`src/rtl/mtimer_pkg.sv`:
```
`timescale 1ns/1ps
package mtimer_pkg;
  localparam int DATA_W     = 16;
  localparam int SEL_W      = 2;
  localparam int BASE_SHIFT = 3;
  localparam int STEP_SHIFT = 2;
  localparam int IE_BIT     = 6;
  localparam int ONE_BIT    = 7;
  localparam int REGS_PER_CH = 3;

  typedef enum logic [1:0] {
    KIND_CTRL  = 2'd0,
    KIND_COUNT = 2'd1,
    KIND_LIMIT = 2'd2,
    KIND_NONE  = 2'd3
  } kind_e;

  typedef struct packed {
    logic             irq_en;
    logic [SEL_W-1:0] div_sel;
  } ctrl_t;
endpackage

```
`src/rtl/mtimer_decode.sv`:
```
`timescale 1ns/1ps
module mtimer_decode
  import mtimer_pkg::*;
#(
  parameter int NUM_CH = 2,
  parameter int ADDR_W = 4
) (
  input  logic              sel,
  input  logic [ADDR_W-1:0] addr,
  output logic              start_hit,
  output logic [NUM_CH-1:0] ch_hit,
  output kind_e             kind
);
  logic [ADDR_W-2:0] word;
  logic              aligned;

  assign word    = addr[ADDR_W-1:1];
  assign aligned = sel && !addr[0];

  always_comb begin
    start_hit = aligned && (word == '0);
    ch_hit    = '0;
    kind      = KIND_NONE;
    for (int i = 0; i < NUM_CH; i++) begin
      if (aligned && (int'(word) >= 1 + REGS_PER_CH*i) &&
          (int'(word) < 1 + REGS_PER_CH*(i+1))) begin
        ch_hit[i] = 1'b1;
        kind      = kind_e'(2'(int'(word) - (1 + REGS_PER_CH*i)));
      end
    end
  end
endmodule

```
`src/rtl/mtimer_prescale.sv`:
```
`timescale 1ns/1ps
module mtimer_prescale
  import mtimer_pkg::*;
(
  input  logic             clk,
  input  logic             rst,
  input  logic             run,
  input  logic [SEL_W-1:0] div_sel,
  output logic             tick
);
  localparam int PRE_W = BASE_SHIFT + STEP_SHIFT*((1 << SEL_W) - 1);

  logic [PRE_W-1:0] pre_q;
  logic [PRE_W:0]   last;

  always_comb begin
    last = ((PRE_W+1)'(1) << (BASE_SHIFT + STEP_SHIFT*int'(div_sel))) - (PRE_W+1)'(1);
    tick = run && ({1'b0, pre_q} >= last);
  end

  always_ff @(posedge clk) begin
    if (rst || !run) pre_q <= '0;
    else if (tick)   pre_q <= '0;
    else             pre_q <= pre_q + 1'b1;
  end
endmodule

```
`src/rtl/mtimer_channel.sv`:
```
`timescale 1ns/1ps
module mtimer_channel
  import mtimer_pkg::*;
#(
  parameter int CNT_W = 16
) (
  input  logic              clk,
  input  logic              rst,
  input  logic              run,
  input  logic              ctrl_we,
  input  logic              cnt_we,
  input  logic              lim_we,
  input  logic [DATA_W-1:0] wdata,
  output ctrl_t             ctrl_o,
  output logic [CNT_W-1:0]  cnt_o,
  output logic [CNT_W-1:0]  lim_o,
  output logic              irq_o
);
  ctrl_t            ctrl_q;
  logic [CNT_W-1:0] cnt_q;
  logic [CNT_W-1:0] lim_q;
  logic             irq_q;
  logic             tick;
  logic             hit;

  mtimer_prescale u_pre (
    .clk     (clk),
    .rst     (rst),
    .run     (run),
    .div_sel (ctrl_q.div_sel),
    .tick    (tick)
  );

  assign hit = (cnt_q == lim_q);

  always_ff @(posedge clk) begin
    if (rst) begin
      ctrl_q <= '0;
      lim_q  <= '1;
      cnt_q  <= '0;
      irq_q  <= 1'b0;
    end else begin
      irq_q <= tick && hit && ctrl_q.irq_en && !cnt_we;
      if (cnt_we)    cnt_q <= wdata[CNT_W-1:0];
      else if (tick) cnt_q <= hit ? '0 : cnt_q + 1'b1;
      if (lim_we)    lim_q <= wdata[CNT_W-1:0];
      if (ctrl_we) begin
        ctrl_q.irq_en  <= wdata[IE_BIT];
        ctrl_q.div_sel <= wdata[SEL_W-1:0];
      end
    end
  end

  assign ctrl_o = ctrl_q;
  assign cnt_o  = cnt_q;
  assign lim_o  = lim_q;
  assign irq_o  = irq_q;


  wrap_to_zero_chk: assert property (@(posedge clk) disable iff (rst)
    (tick && hit && !cnt_we) |=> (cnt_q == '0));

  irq_at_zero_chk: assert property (@(posedge clk) disable iff (rst)
    irq_q |-> (cnt_q == '0));

  irq_one_cycle_chk: assert property (@(posedge clk) disable iff (rst)
    irq_q |=> !irq_q);

  hold_when_stopped_chk: assert property (@(posedge clk) disable iff (rst)
    (!run && !cnt_we) |=> $stable(cnt_q));

  write_wins_chk: assert property (@(posedge clk) disable iff (rst)
    cnt_we |=> ((cnt_q == $past(wdata[CNT_W-1:0])) && !irq_q));
endmodule

```
`src/rtl/mtimer_dual.sv`:
```
`timescale 1ns/1ps
module mtimer_dual
  import mtimer_pkg::*;
#(
  parameter  int NUM_CH = 2,
  parameter  int CNT_W  = 16,
  localparam int ADDR_W = $clog2(2*(1 + REGS_PER_CH*NUM_CH))
) (
  input  logic              clk,
  input  logic              rst,
  input  logic              bus_sel,
  input  logic              bus_wr,
  input  logic [ADDR_W-1:0] bus_addr,
  input  logic [DATA_W-1:0] bus_wdata,
  output logic [DATA_W-1:0] bus_rdata,
  output logic [NUM_CH-1:0] irq_pulse
);
  logic [NUM_CH-1:0] run_q;
  logic              start_hit;
  logic [NUM_CH-1:0] ch_hit;
  kind_e             kind;
  logic [DATA_W-1:0] rd_d;
  logic [DATA_W-1:0] rdata_q;

  ctrl_t             ch_ctrl [NUM_CH];
  logic [CNT_W-1:0]  ch_cnt  [NUM_CH];
  logic [CNT_W-1:0]  ch_lim  [NUM_CH];

  mtimer_decode #(.NUM_CH(NUM_CH), .ADDR_W(ADDR_W)) u_dec (
    .sel       (bus_sel),
    .addr      (bus_addr),
    .start_hit (start_hit),
    .ch_hit    (ch_hit),
    .kind      (kind)
  );

  for (genvar g = 0; g < NUM_CH; g++) begin : g_ch
    mtimer_channel #(.CNT_W(CNT_W)) u_ch (
      .clk     (clk),
      .rst     (rst),
      .run     (run_q[g]),
      .ctrl_we (bus_wr && ch_hit[g] && (kind == KIND_CTRL)),
      .cnt_we  (bus_wr && ch_hit[g] && (kind == KIND_COUNT)),
      .lim_we  (bus_wr && ch_hit[g] && (kind == KIND_LIMIT)),
      .wdata   (bus_wdata),
      .ctrl_o  (ch_ctrl[g]),
      .cnt_o   (ch_cnt[g]),
      .lim_o   (ch_lim[g]),
      .irq_o   (irq_pulse[g])
    );
  end

  always_comb begin
    rd_d = '0;
    if (start_hit) rd_d[NUM_CH-1:0] = run_q;
    for (int i = 0; i < NUM_CH; i++) begin
      if (ch_hit[i]) begin
        case (kind)
          KIND_CTRL: begin
            rd_d[ONE_BIT]     = 1'b1;
            rd_d[IE_BIT]      = ch_ctrl[i].irq_en;
            rd_d[SEL_W-1:0]   = ch_ctrl[i].div_sel;
          end
          KIND_COUNT: rd_d = DATA_W'(ch_cnt[i]);
          KIND_LIMIT: rd_d = DATA_W'(ch_lim[i]);
          default:    rd_d = '0;
        endcase
      end
    end
  end

  always_ff @(posedge clk) begin
    if (rst) begin
      run_q   <= '0;
      rdata_q <= '0;
    end else begin
      if (bus_wr && start_hit) run_q <= bus_wdata[NUM_CH-1:0];
      rdata_q <= (bus_sel && !bus_wr) ? rd_d : '0;
    end
  end

  assign bus_rdata = rdata_q;


  ctrl_bit7_chk: assert property (@(posedge clk) disable iff (rst)
    (bus_sel && !bus_wr && (|ch_hit) && (kind == KIND_CTRL)) |=> bus_rdata[ONE_BIT]);

  odd_read_zero_chk: assert property (@(posedge clk) disable iff (rst)
    (bus_sel && !bus_wr && bus_addr[0]) |=> (bus_rdata == '0));

  start_readback_chk: assert property (@(posedge clk) disable iff (rst)
    (bus_sel && !bus_wr && start_hit) |=> (bus_rdata == DATA_W'($past(run_q))));

  idle_read_zero_chk: assert property (@(posedge clk) disable iff (rst)
    !bus_sel |=> (bus_rdata == '0));
endmodule

```
`config.mk`:
```
export PLATFORM = sky130hd
export DESIGN_NAME = mtimer_dual
export DESIGN_NICKNAME = d
export VERILOG_FILES = /design/src/rtl/mtimer_pkg.sv /design/src/rtl/mtimer_decode.sv /design/src/rtl/mtimer_prescale.sv /design/src/rtl/mtimer_channel.sv /design/src/rtl/mtimer_dual.sv
export SDC_FILE = /design/constraint.sdc
export NUM_CORES = 1
export LEC_CHECK = 0
export ABC_AREA = 1
export BUFFER_PORTS_ARGS = -buffer_cell sky130_fd_sc_hd__buf_2
export CAP_MARGIN = 10
export CORE_UTILIZATION = 45
export CTS_CLUSTER_SIZE = 24
export DETAILED_ROUTE_END_ITERATION = 8
export PLACE_DENSITY_LB_ADDON = 0.2
export SETUP_SLACK_MARGIN = 0.02
export SYNTH_ARGS = -nofsm -noshare
export SYNTH_HDL_FRONTEND = slang
export SYNTH_SLANG_ARGS = --single-unit
```
`constraint.sdc`:
```
create_clock -name clk -period 5.3 [get_ports clk]
set_input_delay 0 -clock clk [delete_from_list [all_inputs] [get_ports clk]]
set_output_delay 0 -clock clk [all_outputs]
set_load 0.005 [all_outputs]
```
==> metrics.sh, run 1 <==
SEQ_AREA_MM2=0.00216
SYNTHMUXAREASHARE=0
CTS.PATH.MAX_BUFFERS=2
VIA_COUNT=6376
DPL-INSTANCE-AREA_MM2=0.00694
YS_DOMINANT_REG_CELL='sky130_fd_sc_hd__dfxtp_1'
FIN_SETUP_TNS_NS=0
AREA_GROWTH_SYN_TO_LAYOUT_PCT=10.2
MAXSLEWHEADROOM=0.249
FIN_CRIT_SH=0.572
GRTUSAGETOTAL=0.237
ANTENNA_FOUND_INITIAL=0
CRITICAL_PATH_REQUIRED_NS=5.59
CTS_RESIZED=0
P_TOTAL_mW=1.60
OVERALL_ROUTED_NET_LENGTH_UM=17200
DP_HPWL_UM=12300
ANTENNA-DIODE-COUNT=0
POST_ROUTE_CELLS_DRIVE_ABOVE_1_SHARE=0.0766
MIN_PERIOD_NS=3.03
HIGHEST_CLOCK_RATE_MHz=330
CTS_TREE='built'
NUM-NETS-FINAL=1104
MULTI_INPUT_LOGIC_AREA_MM2=0.00375
VIOLATED_CHECKS='hold timing'
ROUTE.ANTENNA.REMAINING_NETS=0
SYNTH_TOP_FAMILY_BY_AREA='simple AND/OR/NAND/NOR gates'
DP_CELLS=1212
REMAINING_DRC_ERRORS=0
UTILIZATION=0.508
CORE_ROWS=44
CLK_TRANSITION_REPORTED_PATHS_NS=0.07
HOLD_VIOL=1
NETLIST_TOP_CELLS_AREA='sky130_fd_sc_hd__dfxtp_1 (32%), sky130_fd_sc_hd__nand2_1 (15%), sky130_fd_sc_hd__inv_1 (8.1%)'
HOLD_WS_NS=-0.00765
POST-SYNTH-TOP-AREA-FRACTION=0.323
EFFECTIVE_UTILIZATION_AT_FLOORPLAN=0.461
CTSHTREEMAXLEVEL=3
SYN-MEAN-INSTANCE-AREA_UM2=6.52
FINALNONFILLERCELLS=1242
POWER_DENSITY_mW_PER_MM2=216
POSTSYNTH.ASYNCRESETSHARE=0
GPL.FINAL_WEIGHTED_CONGESTION=0.850
DETAIL_ROUTE.FIRST_PASS.ITERATIONS=5
CORE_AREA_MM2=0.0145
CTS_HOLD_BUF=15
SYNTH_SIMPLE_GATE_AREA_FRAC=0.327
EDFF_COUNT_SYNTH=0
POSTSYNTHCELLCOUNT=1028
SETUP-VIOLATIONS-FINAL=0
PORT-BUFFER-COUNT=41
YOSYSTOPAREACELL='sky130_fd_sc_hd__dfxtp_1'
NFILLCELLS=1516
GRT_MAX_DEGREE=75
CRITICAL_PATH_CLASS='in2reg'
FLOORPLAN.DIE_AREA_MM2=0.0154
FIRST_GLOBAL_VIAS=5710
CAP_VIOLATIONS=0
POWER.IR.VDD_WORST_mV=0.163
CLOCK-SINKS=108
SYNTH_SEQ_CELLS=108
SEQ_AREA_FRAC_SYNTH=0.323
CLOCK-SKEW-FINAL_NS=0.00736
SYNTH-COMPOUND-AREA-SHARE=0.132
POST_SYNTHESIS_INSTANCE_AREA_MM2=0.00670
CP_DATA_ARRIVAL_TIME_NS=3.32
FINAL.SETUP.WORST_SLACK_NS=2.27
DRTITER0DRC=504
GRT_REMAINING_OVERFLOW=0
OUTCOME='complete, but fails checks'
WORST_SLEW_PIN_SLEW_NS=1.12
SYNTH.LIB_CELLS_USED.DISTINCT=37
REPORTED_LEAKAGE_POWER_nW=3.59
POST_SYNTH_FA_HA_MAJ_AREA_FRACTION=0.0486
FINALINSTANCEAREA_MM2=0.00738
YS_WARN_COUNT=0
CLOCK_LATENCY_NS=0.36
GRT_PASS1_WL_UM=28400
HOLD_PATH_CLASS='in2reg'
TIMING_MAX_TRANSITION_VIOLATIONS_FINAL=0
TRITONCTS.NUM_BUFFERS=9
BOUNDARYPINS=42
DIEWIDTH_UM=124
RSZ0062_AT_GRT='false'
CTS_POST_SETUP_BUFFERS_INSERTED=0
CRITPATHCAPTURETYPE='register'
POST_DRT_WL_PER_CELL_UM=13.9
SYNTH_XOR_AREA_FRAC=0.0510
PATH_MAX_FANOUT=32
DIE_HEIGHT_UM=124
SETUP.WORST_PATH.START_CLASS='primary input'
PLACE_WS_NS=1.90
VIAS_PER_CELL=5.13
CTS-ROOT-BUF='sky130_fd_sc_hd__clkbuf_16'
-- path summary, 6_finish.rpt --
path                                      end                        start  cells past startpoint  slack, ns
setup reg to reg  g_ch[1].u_ch.u_pre.pre_q[4]       g_ch[1].u_ch.ctrl_o[1]                      8       2.41
setup / recovery       g_ch[0].u_ch.lim_o[12]                  bus_addr[2]                     14       2.27
hold reg to reg   g_ch[0].u_ch.u_pre.pre_q[0]  g_ch[0].u_ch.u_pre.pre_q[0]                      1       0.47
hold / removal          g_ch[0].u_ch.lim_o[1]                 bus_wdata[1]                      3     -0.008
-- cell usage in the layout (no fill, tap or decap), types with 7 or more instances in the layout --
master and n:
sky130_fd_sc_hd__nand2_1 272, sky130_fd_sc_hd__inv_1 144, sky130_fd_sc_hd__dfxtp_1 108, sky130_fd_sc_hd__nand3_1 106, sky130_fd_sc_hd__nor2_1 92, sky130_fd_sc_hd__a21oi_1 72
sky130_fd_sc_hd__buf_2 41, sky130_fd_sc_hd__xor2_1 35, sky130_fd_sc_hd__o211ai_1 33, sky130_fd_sc_hd__ha_1 26, sky130_fd_sc_hd__o22ai_1 22, sky130_fd_sc_hd__dlygate4sd3_1 15
sky130_fd_sc_hd__o21ai_0 13, sky130_fd_sc_hd__nor3_1 11, sky130_fd_sc_hd__clkbuf_16 9, sky130_fd_sc_hd__inv_2 7, sky130_fd_sc_hd__nand4_1 7
-- area by class of cell --
class / instances / share of cell area
Clock inverter: 5 / 0.00712
Inverter: 151 / 0.0768
Sequential cell: 108 / 0.293
Tap cell: 184 / 0.0312
Clock buffer: 10 / 0.0324
Multi-Input combinational cell: 725 / 0.508
Timing Repair Buffer: 59 / 0.0512
-- worst max-delay path: stages --
cell	delay, ns
sky130_fd_sc_hd__buf_2	0.13
sky130_fd_sc_hd__inv_2	0.06
sky130_fd_sc_hd__ha_1	0.15
sky130_fd_sc_hd__nor2_2	0.06
sky130_fd_sc_hd__nor3_4	0.31
sky130_fd_sc_hd__inv_2	0.12
sky130_fd_sc_hd__nor2_1	0.10
sky130_fd_sc_hd__a21oi_1	0.08
sky130_fd_sc_hd__inv_1	0.10
sky130_fd_sc_hd__ha_1	0.41
sky130_fd_sc_hd__inv_1	0.50
sky130_fd_sc_hd__nor3_4	1.03
sky130_fd_sc_hd__nand2_1	0.14
sky130_fd_sc_hd__o211ai_1	0.12
-- synthesized netlist by cell type, types with 4 or more instances --
library cell / n
sky130_fd_sc_hd__a21oi_1: 72
sky130_fd_sc_hd__o21ai_0: 13
sky130_fd_sc_hd__clkbuf_1: 20
sky130_fd_sc_hd__nor2_2: 4
sky130_fd_sc_hd__o221ai_1: 5
sky130_fd_sc_hd__nand4_1: 7
sky130_fd_sc_hd__nand3_1: 107
sky130_fd_sc_hd__o211ai_1: 33
sky130_fd_sc_hd__xnor2_1: 4
sky130_fd_sc_hd__o22ai_1: 22
sky130_fd_sc_hd__xor2_1: 35
sky130_fd_sc_hd__inv_2: 6
sky130_fd_sc_hd__nand2_1: 272
sky130_fd_sc_hd__nor2_1: 92
sky130_fd_sc_hd__ha_1: 26
sky130_fd_sc_hd__buf_2: 14
sky130_fd_sc_hd__dfxtp_1: 108
sky130_fd_sc_hd__inv_1: 145
sky130_fd_sc_hd__buf_4: 9
sky130_fd_sc_hd__nor3_1: 11
-- registers in the layout (all words and copies together), names as in the netlist --
signal,cells
g_ch.u_ch.lim_o,32
bus_rdata,16
g_ch.u_ch.irq_o,2
run_q,2
g_ch.u_ch.ctrl_o,6
g_ch.u_ch.u_pre.pre_q,18
g_ch.u_ch.cnt_o,32
-- per-layer routing --
metal / vias up / track usage / share of wire
met1: 2869 / 0.339 / 0.50
met5: - / 0 / 0
met3: 22 / 0.0403 / 0.050
met4: 0 / 0.0685 / 0.016
li1: 3349 / - / -
met2: 136 / 0.362 / 0.43
-- cell families after synthesis --
kind of cell / Yosys count
buf+inv: 196
compound gates: 149
xor+xnor: 39
other cells: 1
flops: 108
simple gates: 509
fa+ha+maj: 26
-- power breakdown --
| part | switching [mW] | internal [mW] |
|---|---|---|
| sequential | 0.00257 | 0.813 |
| combinational | 0.0602 | 0.0291 |
| clock | 0.318 | 0.375 |
| total | 0.381 | 1.22 |
Note: power is estimated with default switching activity, not from simulation.
==> run 2, diff against run 1 <==
Clock period 5.3 ns to 2.61 ns, I/O delays scaled along.
==> run 2 against run 1 <==
Compared with the run above:
- the run now ends clean
- power up 95%
- register-to-register slack worse by 1.8 ns
- clock-buffer cell count up 2
- sequential power up 100%
- setup slack worse by 1.8 ns
- via count down 0.99%
- first-iteration DRC count up 21%
- global-route usage down 0.092 points
- critical path depth unchanged
- cell area up 0.85%
- highest routed layer unchanged
- combinational power up 110%
- largest cell class unchanged
- routed wire length down 1.8%
- critical path type unchanged
- critical endpoint is now bus_rdata[9]
==> metrics.sh, run 2 (synthesis gave the netlist of run 1 again) <==
GRT_REMAINING_OVERFLOW=0  # unchanged
FIN_SETUP_TNS_NS=0  # unchanged
TIMING_MAX_TRANSITION_VIOLATIONS_FINAL=0  # unchanged
GRT_MAX_DEGREE=66  # -12%
AREA_GROWTH_SYN_TO_LAYOUT_PCT=11.1
CRITICAL_PATH_REQUIRED_NS=2.89  # -2.70 ns
CAP_VIOLATIONS=0  # unchanged
CLOCK-SKEW-FINAL_NS=0.00979  # +0.00243 ns
DETAIL_ROUTE.FIRST_PASS.ITERATIONS=5  # unchanged
OUTCOME='complete, no violations'
CLK_TRANSITION_REPORTED_PATHS_NS=0.07  # about the same
POWER_DENSITY_mW_PER_MM2=419  # +93%
ROUTE.ANTENNA.REMAINING_NETS=0  # unchanged
WORST_SLEW_PIN_SLEW_NS=1.09  # -0.0337 ns
GRTUSAGETOTAL=0.236  # -0.000918
DRTITER0DRC=609  # +21%
HOLD_PATH_CLASS='in2reg'
POWER.IR.VDD_WORST_mV=0.320  # +96%
NUM-NETS-FINAL=1115  # +1.0%
CLOCK-SINKS=108  # unchanged
TRITONCTS.NUM_BUFFERS=9  # unchanged
DIE_HEIGHT_UM=124  # unchanged
VIA_COUNT=6313  # -0.99%
BOUNDARYPINS=42  # unchanged
HOLD_VIOL=0  # -1
PORT-BUFFER-COUNT=41  # unchanged
FINAL_COMMON_CELL='sky130_fd_sc_hd__nand2_1'
GPL.FINAL_WEIGHTED_CONGESTION=0.848  # -0.20%
REPORTED_LEAKAGE_POWER_nW=3.63  # +1.1%
CTS.PATH.MAX_BUFFERS=2  # unchanged
DP_HPWL_UM=12600  # +2.3%
P_TOTAL_mW=3.12  # +95%
UTILIZATION=0.512  # +0.00430
RSZ0062_AT_GRT='false'
FINALINSTANCEAREA_MM2=0.00744  # +0.85%
SETUP-VIOLATIONS-FINAL=0  # unchanged
SETUP.WORST_PATH.START_CLASS='primary input'
ANTENNA-DIODE-COUNT=0  # unchanged
CTSHTREEMAXLEVEL=3  # unchanged
CORE_ROWS=44  # unchanged
HIGHEST_CLOCK_RATE_MHz=466
REMAINING_DRC_ERRORS=0  # unchanged
HOLD_WS_NS=0.0106  # +0.0183 ns
ANTENNA_FOUND_INITIAL=0  # unchanged
PATH_MAX_FANOUT=18  # -44%
FIN_CRIT_SH=0.822
CTS_TREE='built'
DPL-INSTANCE-AREA_MM2=0.00703  # +1.4%
CRITICAL_PATH_CLASS='in2reg'
DIEWIDTH_UM=124  # unchanged
FLOORPLAN.DIE_AREA_MM2=0.0154  # unchanged
EFFECTIVE_UTILIZATION_AT_FLOORPLAN=0.461  # unchanged
CORE_AREA_MM2=0.0145  # unchanged
GRT_PASS1_WL_UM=28100  # -1.1%
CTS-ROOT-BUF='sky130_fd_sc_hd__clkbuf_16'
VIAS_PER_CELL=5.04  # -1.8%
CP_DATA_ARRIVAL_TIME_NS=2.43  # -0.89 ns
POST_ROUTE_CELLS_DRIVE_ABOVE_1_SHARE=0.0833  # +0.00677
CRITPATHCAPTURETYPE='register'
FIRST_GLOBAL_VIAS=5651  # -1.0%
CLOCK_LATENCY_NS=0.36  # about the same
COMMONEST_NON_FILL_NON_TAP_CELLS_IN_THE_LAYOUT='sky130_fd_sc_hd__nand2_1 (272), sky130_fd_sc_hd__inv_1 (144), sky130_fd_sc_hd__dfxtp_1 (108)'
MIN_PERIOD_NS=2.15
MAXSLEWHEADROOM=0.271  # +0.0219
POST_DRT_WL_PER_CELL_UM=13.5  # -2.6%
OVERALL_ROUTED_NET_LENGTH_UM=16900  # -1.8%
-- run 2: cell count changes in the layout (fill, tap and decap cells not counted), sizes merged --
cell,before,now
buf,44,55
bufinv,1,0
clkbuf,10,12
clkinv,3,1
-- run 2: path summary, 6_finish.rpt --
path	from	end	slack, ns	cells past startpoint
max	bus_addr[2]	bus_rdata[9]	0.46	14
max reg2reg	g_ch[0].u_ch.ctrl_o[1]	g_ch[0].u_ch.cnt_o[7]	0.61	13
min	bus_wdata[0]	g_ch[0].u_ch.lim_o[0]	0.01	3
min reg2reg	g_ch[0].u_ch.u_pre.pre_q[0]	g_ch[0].u_ch.u_pre.pre_q[0]	0.47	1
-- run 2: critical path: stages --
cell and delay (ns):
sky130_fd_sc_hd__buf_2 0.12, sky130_fd_sc_hd__inv_2 0.05, sky130_fd_sc_hd__ha_1 0.18, sky130_fd_sc_hd__nor2_2 0.20, sky130_fd_sc_hd__nor3_4 0.07, sky130_fd_sc_hd__inv_2 0.10
sky130_fd_sc_hd__nor2_1 0.06, sky130_fd_sc_hd__a21oi_1 0.22, sky130_fd_sc_hd__ha_1 0.40, sky130_fd_sc_hd__inv_1 0.37, sky130_fd_sc_hd__buf_4 0.30, sky130_fd_sc_hd__o22ai_1 0.15
sky130_fd_sc_hd__nand2_1 0.08, sky130_fd_sc_hd__a21oi_1 0.12
-- run 2: layout make-up --
type | instances | area (um^2)
fill | 1531 | 7090
multi-input combinational | 725 | 3750
sequential | 108 | 2160
inverter | 151 | 567
timing repair buffer | 70 | 473
clock buffer | 12 | 246
tap | 184 | 230
clock inverter | 2 | 12.5
-- run 2: routing by layer --
metal  global-route usage  part of all wire  wire (um)  vias to the layer above
li1                     -                 -          -                     3376
met1                0.342              0.51       8660                     2822
met2                0.365              0.44       7490                      101
met3               0.0270             0.033        554                       14
met4               0.0722             0.013        224                        0
met5                    0                 0          0                        -
-- run 2: metrics by stage --
step | std cells | worst slack [ns]
after floorplan | 1029 | 0.541
final | 1252 | 0.464
after CTS | 1252 | 0.487
after global routing | 1252 | 0.118
after detailed placement | 1223 | 0.118
after global placement | 1223 | 0.168
-- run 2: timing repair --
item | in CTS | in global routing
setup buffers | 0 | 0
hold buffers | 15 | 0
gates resized for setup | 0 | 0
hold endpoints to repair | 26 | 0
-- run 2: where the power goes --
part / switching (mW) / leakage (nW) / internal [mW]
Clock: 0.609 / 0.125 / 0.663
Sequential: 0.00489 / 0.871 / 1.65
Combinational: 0.124 / 2.64 / 0.0633
==> run 3, diff against run 2 <==
Clock period 2.61 ns to 1.9 ns, I/O delays scaled along.
==> run 3 against run 2 <==
Compared with the run above:
- utilization increased by 4.4 points
- flip-flop and latch count did not move
- non-clock buffer count grew 40
- power is 47% higher
- via count is 4.0% higher
- clock-buffer cell count decreased by 2
- clock skew fell by 0.0016 ns
- largest power group unchanged
==> metrics.sh, run 3 (synthesis gave the netlist of run 1 again) <==
FIN_SETUP_TNS_NS=0  # unchanged
EFFECTIVE_UTILIZATION_AT_FLOORPLAN=0.461  # unchanged
FIN_CRIT_SH=0.977
SETUP-VIOLATIONS-FINAL=0  # unchanged
DRTITER0DRC=602  # -1.1%
GRTUSAGETOTAL=0.241  # +0.00465
PATH_DEPTH_OF_THE_WORST_REG2REG_PATH=11  # -2
ROUTE.ANTENNA.REMAINING_NETS=0  # unchanged
PORT-BUFFER-COUNT=41  # unchanged
CTS.PATH.MAX_BUFFERS=2  # unchanged
FINALNONFILLERCELLS=1295  # +3.4%
REPORTED_LEAKAGE_POWER_nW=3.95  # +8.8%
POST_DRT_WL_PER_CELL_UM=14.0  # +3.2%
PATH_MAX_FANOUT=9  # -9
OUTCOME='complete, no violations'
RSZ0062_AT_GRT='true'
DIE_HEIGHT_UM=124  # unchanged
TIMING_MAX_TRANSITION_VIOLATIONS_FINAL=0  # unchanged
GPL.FINAL_WEIGHTED_CONGESTION=0.828  # -2.5%
TOP_LAYER='met4'
HP-START='bus_wr'
DETAIL_ROUTE.FIRST_PASS.ITERATIONS=5  # unchanged
FINALINSTANCEAREA_MM2=0.00808  # +8.5%
CP_SLOWEST_STAGE_DELAY_NS=0.38  # -0.02 ns
FIRST_GLOBAL_VIAS=5832  # +3.2%
CTS-ROOT-BUF='sky130_fd_sc_hd__clkbuf_16'
POST_ROUTE_CELLS_DRIVE_ABOVE_1_SHARE=0.139  # +0.0553
VIAS_PER_CELL=5.07  # +0.52%
HOLD_PATH_CLASS='in2reg'
TRITONCTS.NUM_BUFFERS=9  # unchanged
CRITICAL_PATH_REQUIRED_NS=2.19  # -0.70 ns
HIGHEST_CLOCK_RATE_MHz=539
DETAILROUTE.WIRELENGTH.MET2_UM=8410  # +12%
CRITPATHCAPTURETYPE='register'
CORE_AREA_MM2=0.0145  # unchanged
VIA_COUNT=6564  # +4.0%
OVERALL_ROUTED_NET_LENGTH_UM=18100  # +6.8%
CP_DATA_ARRIVAL_TIME_NS=2.15  # -0.28 ns
BOUNDARYPINS=42  # unchanged
POWER_DENSITY_mW_PER_MM2=566  # +35%
CLOCK-SKEW-FINAL_NS=0.00820  # -0.00159 ns
NUM-NETS-FINAL=1156  # +3.7%
ANTENNA_FOUND_INITIAL=0  # unchanged
SETUP.WORST_PATH.START_CLASS='register'
CP_CELL_SEQUENCE='nand2_1, ha_1, nand2_1, nand2_1, a21oi_1, nand3_1, nand2_2, buf_12, clkbuf_16, nand3_4, nor3b_2'
HOLD_VIOL=0  # unchanged
GRT_MAX_DEGREE=66  # unchanged
CORE_ROWS=44  # unchanged
CTS_TREE='built'
MIN_PERIOD_NS=1.86
CLOCK_LATENCY_NS=0.35  # about the same
FINAL_COMMON_CELL='sky130_fd_sc_hd__nand2_1'
CPMOSTUSEDCELL='sky130_fd_sc_hd__nand2_1'
MAXSLEWHEADROOM=0.517  # +0.246
DP_CELLS=1257  # +2.8%
ANTENNA-DIODE-COUNT=0  # unchanged
FLOORPLAN.DIE_AREA_MM2=0.0154  # unchanged
FF2FF_SETUP_SLACK_NS=0.04  # -0.57 ns
CTSHTREEMAXLEVEL=3  # unchanged
ROUTED-WL-MET3_UM=734  # +32%
WORST_R2R_STARTPOINT='g_ch[0].u_ch.ctrl_o[1]'
GRT_REMAINING_OVERFLOW=0  # unchanged
DIEWIDTH_UM=124  # unchanged
DPL-INSTANCE-AREA_MM2=0.00739  # +5.1%
TIMING.RR.END='g_ch[0].u_ch.u_pre.pre_q[4]'
CAP_VIOLATIONS=0  # unchanged
WORST_SLEW_PIN_SLEW_NS=0.722  # -0.368 ns
DETAIL_ROUTE.WIRELENGTH.MET1_UM=8840  # +2.1%
POWER.IR.VDD_WORST_mV=0.392  # +23%
HOLD_WS_NS=0.0348  # +0.0241 ns
AREA_GROWTH_SYN_TO_LAYOUT_PCT=20.5
WORST_HOLD_PATH.ENDPOINT='run_q[0]'
CLOCK-SINKS=108  # unchanged
COMMONEST_NON_FILL_NON_TAP_CELLS_IN_THE_LAYOUT='sky130_fd_sc_hd__nand2_1 (270), sky130_fd_sc_hd__inv_1 (142), sky130_fd_sc_hd__nand3_1 (105)'
HOLD_DEPTH=3  # unchanged
CRIT_PATH_TOP_DELAY_CELL='sky130_fd_sc_hd__dfxtp_4'
GRT_PASS1_WL_UM=28800  # +2.6%
DP_HPWL_UM=12800  # +1.0%
CRITICAL_PATH_CLASS='reg2reg'
REMAINING_DRC_ERRORS=0  # unchanged
CLK_TRANSITION_REPORTED_PATHS_NS=0.08  # about the same
[run 3: cell count changes in the layout (fill, tap and decap cells not counted), sizes merged]
cell,before,now
dlygate4sd3,15,18
bufinv,0,1
buf,55,90
inv,151,153
nor3,15,16
clkinvlp,1,0
clkinv,1,3
[run 3: stage by stage]
step,worst slack [ns],utilization,total power [mW]
3_5_place_dp,-0.387,0.509,2.59
5_1_grt,-0.0394,0.556,4.74
6_report,0.0441,0.556,4.57
3_3_place_gp,-0.330,0.509,2.59
4_1_cts,0.0269,0.543,4.62
2_1_floorplan,0.0318,-,2.46
[run 3: report_power, final]
part | switching (mW) | internal [mW] | total [mW] | leakage, nW
logic | 0.185 | 0.120 | 0.305 | 2.92
clock network | 0.919 | 1.07 | 1.99 | 0.153
registers | 0.00684 | 2.26 | 2.27 | 0.874
[run 3: what timing repair did]
item                                    in CTS  in global routing
hold buffers                                18                  0
pin swaps                                    1                  2
hold endpoints to repair                    30                  0
gates cloned                                 0                  3
setup buffers                                0                  1
resized for setup                            3                 28
endpoints found under the setup margin      31                 71
[run 3: how the worst max path moves through the flow]
stage	from	to	slack (ns)	cells past startpoint
3_5_place_dp	bus_addr[2]	g_ch[0].u_ch.lim_o[12]	-0.39	13
4_1_cts	bus_addr[2]	g_ch[0].u_ch.lim_o[12]	0.03	13
2_1_floorplan	bus_addr[2]	g_ch[1].u_ch.lim_o[6]	0.03	15
6_report	g_ch[0].u_ch.ctrl_o[1]	g_ch[0].u_ch.u_pre.pre_q[4]	0.04	11
5_1_grt	g_ch[0].u_ch.ctrl_o[1]	g_ch[0].u_ch.u_pre.pre_q[4]	-0.04	13
3_3_place_gp	bus_addr[2]	g_ch[0].u_ch.lim_o[12]	-0.33	13
[run 3: layout make-up]
cell class | instances | area (um^2)
clock buffers | 10 | 239
clock inverters | 6 | 70.1
fillers | 1519 | 6460
inverters | 151 | 569
multi-input cells | 726 | 3860
flip-flops and latches | 108 | 2170
well taps | 184 | 230
repair buffers | 110 | 936
[run 3: worst max-delay path, delay by kind of cell, from the launching register on]
kind            cells  cell delay [ns]
compound gates      1             0.13
buf+inv             2             0.26
flops               1             0.38
simple gates        7             0.71
fa+ha+maj           1             0.29
[run 3: per-layer routing]
metal	up-vias	track usage
li1	3448	-
met3	6	0.0430
met4	0	0.0357
met5	-	0
met2	142	0.384
met1	2968	0.343
